`src/rtl/gpio_irq_pkg.sv`:
```
package gpio_irq_pkg;

    typedef enum logic [1:0] {
        WR_ENABLE = 2'd0,
        WR_SENSE  = 2'd1,
        WR_CLEAR  = 2'd2,
        WR_NONE   = 2'd3
    } wr_kind_e;

    // per-pin sense selection as three independent flags
    typedef struct packed {
        logic both;      // any edge when edge_sel is set
        logic edge_sel;  // 1: edge sensing, 0: level sensing
        logic pol;       // high / rising when set
    } sense_t;

    // Returns 1 when the pin should set its status this cycle.
    function automatic logic sense_fire(input sense_t s, input logic cur, input logic prv);
        logic rise;
        logic fall;
        rise = cur & ~prv;
        fall = ~cur & prv;
        if (s.edge_sel) begin
            if (s.both)
                return rise | fall;
            else
                return s.pol ? rise : fall;
        end
        return s.pol ? cur : ~cur;
    endfunction

endpackage

```
`src/rtl/gpio_irq_sync.sv`:
```
module gpio_irq_sync #(
    parameter int STAGES = 2
) (
    input  logic clk,
    input  logic rst,
    input  logic d,
    output logic q
);
    logic [STAGES-1:0] chain_q;

    generate
        if (STAGES == 1) begin : g_one
            always_ff @(posedge clk) begin
                if (rst) chain_q <= '0;
                else     chain_q <= d;
            end
        end else begin : g_many
            always_ff @(posedge clk) begin
                if (rst) chain_q <= '0;
                else     chain_q <= {chain_q[STAGES-2:0], d};
            end
        end
    endgenerate

    assign q = chain_q[STAGES-1];
endmodule

```
`src/rtl/gpio_irq_pin.sv`:
```
module gpio_irq_pin
    import gpio_irq_pkg::*;
#(
    parameter int SYNC_STAGES = 2
) (
    input  logic   clk,
    input  logic   rst,
    input  logic   pin_async,
    input  sense_t sense,
    input  logic   clr,
    output logic   status
);
    logic cur_s;
    logic prev_q;
    logic status_q;
    logic fire;

    gpio_irq_sync #(.STAGES(SYNC_STAGES)) u_sync (
        .clk (clk),
        .rst (rst),
        .d   (pin_async),
        .q   (cur_s)
    );

    assign fire = sense_fire(sense, cur_s, prev_q);

    always_ff @(posedge clk) begin
        if (rst) begin
            prev_q   <= 1'b0;
            status_q <= 1'b0;
        end else begin
            prev_q <= cur_s;
            if (fire)
                status_q <= 1'b1;   // a new event outranks a clear
            else if (clr)
                status_q <= 1'b0;
        end
    end

    assign status = status_q;
endmodule

```
`src/rtl/gpio_irq_port.sv`:
```
module gpio_irq_port
    import gpio_irq_pkg::*;
#(
    parameter int PINS        = 8,
    parameter int PORT_W      = 2,
    parameter int SYNC_STAGES = 2,
    parameter int PORT_ID     = 0
) (
    input  logic              clk,
    input  logic              rst,
    input  logic              wr_en,
    input  logic [1:0]        wr_kind,
    input  logic [PORT_W-1:0] wr_port,
    input  logic [3*PINS-1:0] wr_data,
    input  logic [PINS-1:0]   pin_in,
    output logic [PINS-1:0]   status_o,
    output logic [PINS-1:0]   enable_o,
    output logic              pend_o
);
    localparam int SW = 3 * PINS;

    logic              hit;
    wr_kind_e          kind;
    logic [PINS-1:0]   enable_q;
    logic [SW-1:0]     sense_q;
    logic [PINS-1:0]   clr_vec;

    assign kind    = wr_kind_e'(wr_kind);
    assign hit     = wr_en && (wr_port == PORT_W'(PORT_ID));
    assign clr_vec = (hit && kind == WR_CLEAR) ? wr_data[PINS-1:0] : '0;

    always_ff @(posedge clk) begin
        if (rst) begin
            enable_q <= '0;
            sense_q  <= '0;
        end else if (hit) begin
            if (kind == WR_ENABLE) enable_q <= wr_data[PINS-1:0];
            if (kind == WR_SENSE)  sense_q  <= wr_data;
        end
    end

    generate
        for (genvar b = 0; b < PINS; b++) begin : g_pin
            sense_t s;
            assign s.both     = sense_q[2*PINS + b];
            assign s.edge_sel = sense_q[PINS + b];
            assign s.pol      = sense_q[b];

            gpio_irq_pin #(.SYNC_STAGES(SYNC_STAGES)) u_pin (
                .clk       (clk),
                .rst       (rst),
                .pin_async (pin_in[b]),
                .sense     (s),
                .clr       (clr_vec[b]),
                .status    (status_o[b])
            );
        end
    endgenerate

    assign enable_o = enable_q;
    assign pend_o   = |(status_o & enable_q);
endmodule

```
`src/rtl/gpio_irq_bank.sv`:
```
module gpio_irq_bank #(
    parameter int N_PORTS     = 4,
    parameter int PINS        = 8,
    parameter int SYNC_STAGES = 2,
    parameter int PORT_W      = (N_PORTS > 1) ? $clog2(N_PORTS) : 1,
    parameter int DATA_W      = 3 * PINS,
    parameter int TOTAL       = N_PORTS * PINS
) (
    input  logic              clk,
    input  logic              rst,
    input  logic              wr_en,
    input  logic [1:0]        wr_kind,
    input  logic [PORT_W-1:0] wr_port,
    input  logic [DATA_W-1:0] wr_data,
    input  logic [TOTAL-1:0]  pin_in,
    output logic [TOTAL-1:0]  status_o,
    output logic [TOTAL-1:0]  enable_o,
    output logic              irq_o
);
    logic [N_PORTS-1:0] pend;

    generate
        for (genvar p = 0; p < N_PORTS; p++) begin : g_port
            gpio_irq_port #(
                .PINS        (PINS),
                .PORT_W      (PORT_W),
                .SYNC_STAGES (SYNC_STAGES),
                .PORT_ID     (p)
            ) u_port (
                .clk      (clk),
                .rst      (rst),
                .wr_en    (wr_en),
                .wr_kind  (wr_kind),
                .wr_port  (wr_port),
                .wr_data  (wr_data),
                .pin_in   (pin_in[p*PINS +: PINS]),
                .status_o (status_o[p*PINS +: PINS]),
                .enable_o (enable_o[p*PINS +: PINS]),
                .pend_o   (pend[p])
            );
        end
    endgenerate

    assign irq_o = |pend;
endmodule

```
`config.mk`:
```
export PLATFORM = sky130hd
export DESIGN_NAME = gpio_irq_bank
export DESIGN_NICKNAME = d
export VERILOG_FILES = /design/src/rtl/gpio_irq_pkg.sv /design/src/rtl/gpio_irq_sync.sv /design/src/rtl/gpio_irq_pin.sv /design/src/rtl/gpio_irq_port.sv /design/src/rtl/gpio_irq_bank.sv
export SDC_FILE = /design/constraint.sdc
export NUM_CORES = 1
export LEC_CHECK = 0
export CELL_PAD_IN_SITES_DETAIL_PLACEMENT = 1
export CELL_PAD_IN_SITES_GLOBAL_PLACEMENT = 2
export CORE_MARGIN = 2
export CORE_UTILIZATION = 34
export DETAILED_ROUTE_END_ITERATION = 7
export GPL_ROUTABILITY_DRIVEN = 0
export PLACE_DENSITY_LB_ADDON = 0.1
export SLEW_MARGIN = 5
export SYNTH_ARGS = -nofsm -noshare
export SYNTH_HDL_FRONTEND = slang
export SYNTH_SLANG_ARGS = --single-unit
```
`constraint.sdc`:
```
create_clock -name clk -period 1.55 [get_ports clk]
set_input_delay 0.2325 -clock clk [delete_from_list [all_inputs] [get_ports clk]]
set_output_delay 0.2325 -clock clk [all_outputs]
set_load 0.005 [all_outputs]
```
==> qor.json <==
{
  "grt_pass1_vias": 10065,
  "dieArea_um2": 34300,
  "timing.hold.ws_ns": 0.176,
  "timing.max_cap.violations": 0,
  "detail_route.first_pass.iterations": 5,
  "port_buffers": 127,
  "hold_violation_count_in_the_final_report": 0,
  "critPathArrivalTime_ns": 1.98,
  "syn-mean-instance-area_um2": 8.88,
  "finalWorstSetupSlack_ns": -0.664,
  "n_antenna_cell": 0,
  "synth_top_cells_by_count": "256 x sky130_fd_sc_hd__dfxtp_1, 129 x sky130_fd_sc_hd__nand3_1, 128 x sky130_fd_sc_hd__a21oi_1",
  "detailedPlacementHpwl_um": 27600,
  "report.final.slew_viol_count": 0,
  "critical_path_peak_fanout": 2,
  "die_y_um": 185,
  "yosys.area.top_type_share_pct": 45.9,
  "drt_iter0_markers": 540,
  "failed_checks": "negative setup slack",
  "cts.sinks": 256,
  "startpoint_type": "flop",
  "numCtsBuffers": 30,
  "worstSkewPairLatency_ns": 0.56,
  "drive_above_1_share_pct": 19.8,
  "r2r_setup_slack_ns": 0.09,
  "grt_max_degree": 65,
  "fin_crit_ns": 2.21,
  "core_region_area_um2": 32500,
  "detailed_place.area_um2": 13700,
  "max_clock_freq_mhz": 452,
  "detail_route.wl_per_cell_um": 20.9,
  "synth_most_common_cell": "sky130_fd_sc_hd__dfxtp_1",
  "synthTopCellsByArea": "sky130_fd_sc_hd__dfxtp_1 46%, sky130_fd_sc_hd__ha_1 7.2%, sky130_fd_sc_hd__nand3_1 5.8%, sky130_fd_sc_hd__a21oi_1 5.7%, sky130_fd_sc_hd__o21ai_0 4.0%",
  "htreeDepth": 1,
  "detailed_route_vias_per_instance": 5.11,
  "crit_path_top_delay_cell": "sky130_fd_sc_hd__or4_4",
  "synth_top_cell_by_area": "sky130_fd_sc_hd__dfxtp_1",
  "totalWireLength_um": 39800,
  "outcome": "finished, violations left",
  "worst-endpoint-required_ns": 1.32,
  "vdd_drop_max_v": 0.000784,
  "clk_pin_slew_worst_paths_ns": 0.06,
  "cell_area_after_synthesis_um2": 11200,
  "row_count": 66,
  "postSynthRegisterBits": 256,
  "clockBufferDepth": 3,
  "static-leakage-power_nw": 5.61,
  "filler_cell_count": 3764,
  "grt_remaining_overflow": 0,
  "ctsHoldBuffers": 0,
  "syn_to_final_growth_pct": 32.1,
  "worst_pin_slew_ns": 0.458,
  "final_antenna_net_count": 0,
  "design_area_um2": 14700,
  "setup_viol_count_final": 1,
  "min_delay_path_class": "in -> reg",
  "postSynthNetCount": 1384,
  "setup.worst_path.end_class": "output port",
  "power-per-cell-area_nw_per_um2": 1060,
  "cp_slowest_stage_delay_ns": 0.56,
  "syn_inst": 1257,
  "ys.warnings.count": 0,
  "antenna_violations_before_repair": 0,
  "clock-skew-final_ns": 0.0118,
  "synth_edf_count": 0,
  "floorplan.initialDensity_pct": 34.4,
  "timing.setup.critical_path_class": "reg -> out",
  "tritoncts": "built",
  "ports_placed_on_the_boundary": 128,
  "num_vias": 9715,
  "cts-root-buf": "sky130_fd_sc_hd__clkbuf_16",
  "timing.critical_path.cells": "a22oi_2 > nand4_1 > or4_4 > buf_6",
  "ys_types": 30,
  "grt_setup_unrepaired": "true",
  "drcViolationCount": 0,
  "grt.total_usage_pct": 23.4,
  "grt_first_pass_wirelength_um": 60800,
  "die_w_um": 185,
  "max_slew_margin_pct": 69.4,
  "finish.net_count": 1567,
  "synth_flop_cell": "sky130_fd_sc_hd__dfxtp_1",
  "layout_worst_path_cycle_share_pct": 143,
  "seq_area_frac_synth_pct": 45.9,
  "ys_async_sr_fraction_pct": 0
}
state kept, by name (all words and copies together), names as in the netlist:
| signal | cells |
|---|---|
| g_port.u_port.g_pin.u_pin.prev_q | 32 |
| g_port.u_port.g_pin.u_pin.status | 32 |
| g_port.u_port.enable_o | 32 |
| g_port.u_port.sense_q | 96 |
| g_port.u_port.g_pin.u_pin.u_sync.chain_q | 64 |
timing repair:
action / CTS / global route
setup buffers: 0 / 1
pin swaps: 4 / 2
hold endpoints to repair: 0 / 0
gates resized for setup: 110 / 31
endpoints found under the setup margin: 65 / 16
cloned: 0 / 0
worst max-delay path, delay by kind of cell, from the launching register on:
| kind | cells | cell delay (ns) |
|---|---|---|
| buffers and inverters | 1 | 0.14 |
| AND/OR/NAND/NOR | 2 | 0.76 |
| flip-flops | 1 | 0.32 |
| AO/OA/AOI/OAI | 1 | 0.21 |
layer usage:
layer	vias to the layer above	GRT usage, %	share of wire, %	routed length [µm]
li1	4663	-	-	-
met1	4838	32.8	49	19500
met2	177	38.3	46	18100
met3	37	3.24	3.8	1520
met4	0	4.95	1.7	689
met5	-	0	0	0
power breakdown:
group	total [mW]	internal, mW	switching [mW]
combinational	1.60	0.718	0.879
sequential	6.92	6.79	0.129
clock	7.08	4.27	2.81
total	15.6	11.8	3.81
final cells by class:
cell class                 count  area, µm²  area share, %
tap                          442        553           3.75
clock buffer                  50        947           6.42
clock inverter                 3       42.5          0.288
sequential                   256       5180           35.1
inverter                      64        240           1.63
timing repair buffer         279       2610           17.7
multi-input combinational    809       5170           35.1
stage by stage:
stage / instances / total power [mW] / setup TNS [ns] / setup WS [ns] / utilization (%)
6_report: 1903 / 15.6 / -0.664 / -0.664 / 45.4
5_1_grt: 1903 / 16.2 / -0.701 / -0.701 / 45.4
4_1_cts: 1902 / 15.8 / -0.680 / -0.680 / 45.3
3_5_place_dp: 1850 / 8.70 / -39.91 / -0.551 / 42.3
3_3_place_gp: 1850 / 8.68 / -37.69 / -0.556 / 42.3
2_1_floorplan: 1257 / 7.74 / 0 / 0.219 / -
layout by cell type (no fill, tap or decap), types with 47 or more instances in the layout:
master / synthesis / routed
sky130_fd_sc_hd__dfxtp_1: 256 / 213
sky130_fd_sc_hd__dlygate4sd2_1: 0 / 47
sky130_fd_sc_hd__o21ai_1: 70 / 70
sky130_fd_sc_hd__o21ai_0: 90 / 90
sky130_fd_sc_hd__clkdlybuf4s50_1: 0 / 61
sky130_fd_sc_hd__nor2b_1: 65 / 64
sky130_fd_sc_hd__a21oi_1: 128 / 128
sky130_fd_sc_hd__buf_4: 34 / 131
sky130_fd_sc_hd__nand3_1: 129 / 129
sky130_fd_sc_hd__ha_1: 64 / 64
sky130_fd_sc_hd__inv_1: 64 / 64
kinds of logic after synthesis:
group / count (synthesis) / synth area share, %
simple gates: 313 / 14.9
xor+xnor: 32 / 2.51
buf+inv: 192 / 8.34
flops: 256 / 45.9
compound gates: 368 / 17.9
mux: 32 / 3.23
fa+ha+maj: 64 / 7.17
path summary, 6_finish.rpt:
kind,cells past startpoint,start,endpoint
min,2,rst,g_port[0].u_port.g_pin[0].u_pin.prev_q$_SDFF_PP0_
max,4,g_port[2].u_port.enable_o[3]$_SDFFE_PP0P_,irq_o
max reg2reg,6,g_port[3].u_port.g_pin[6].u_pin.u_sync.chain_q[1]$_SDFF_PP0_,g_port[3].u_port.g_pin[6].u_pin.status$_SDFFE_PP0P_
min reg2reg,1,g_port[0].u_port.g_pin[5].u_pin.u_sync.chain_q[0]$_SDFF_PP0_,g_port[0].u_port.g_pin[5].u_pin.u_sync.chain_q[1]$_SDFF_PP0_
Note: power is estimated with default switching activity, not from simulation.
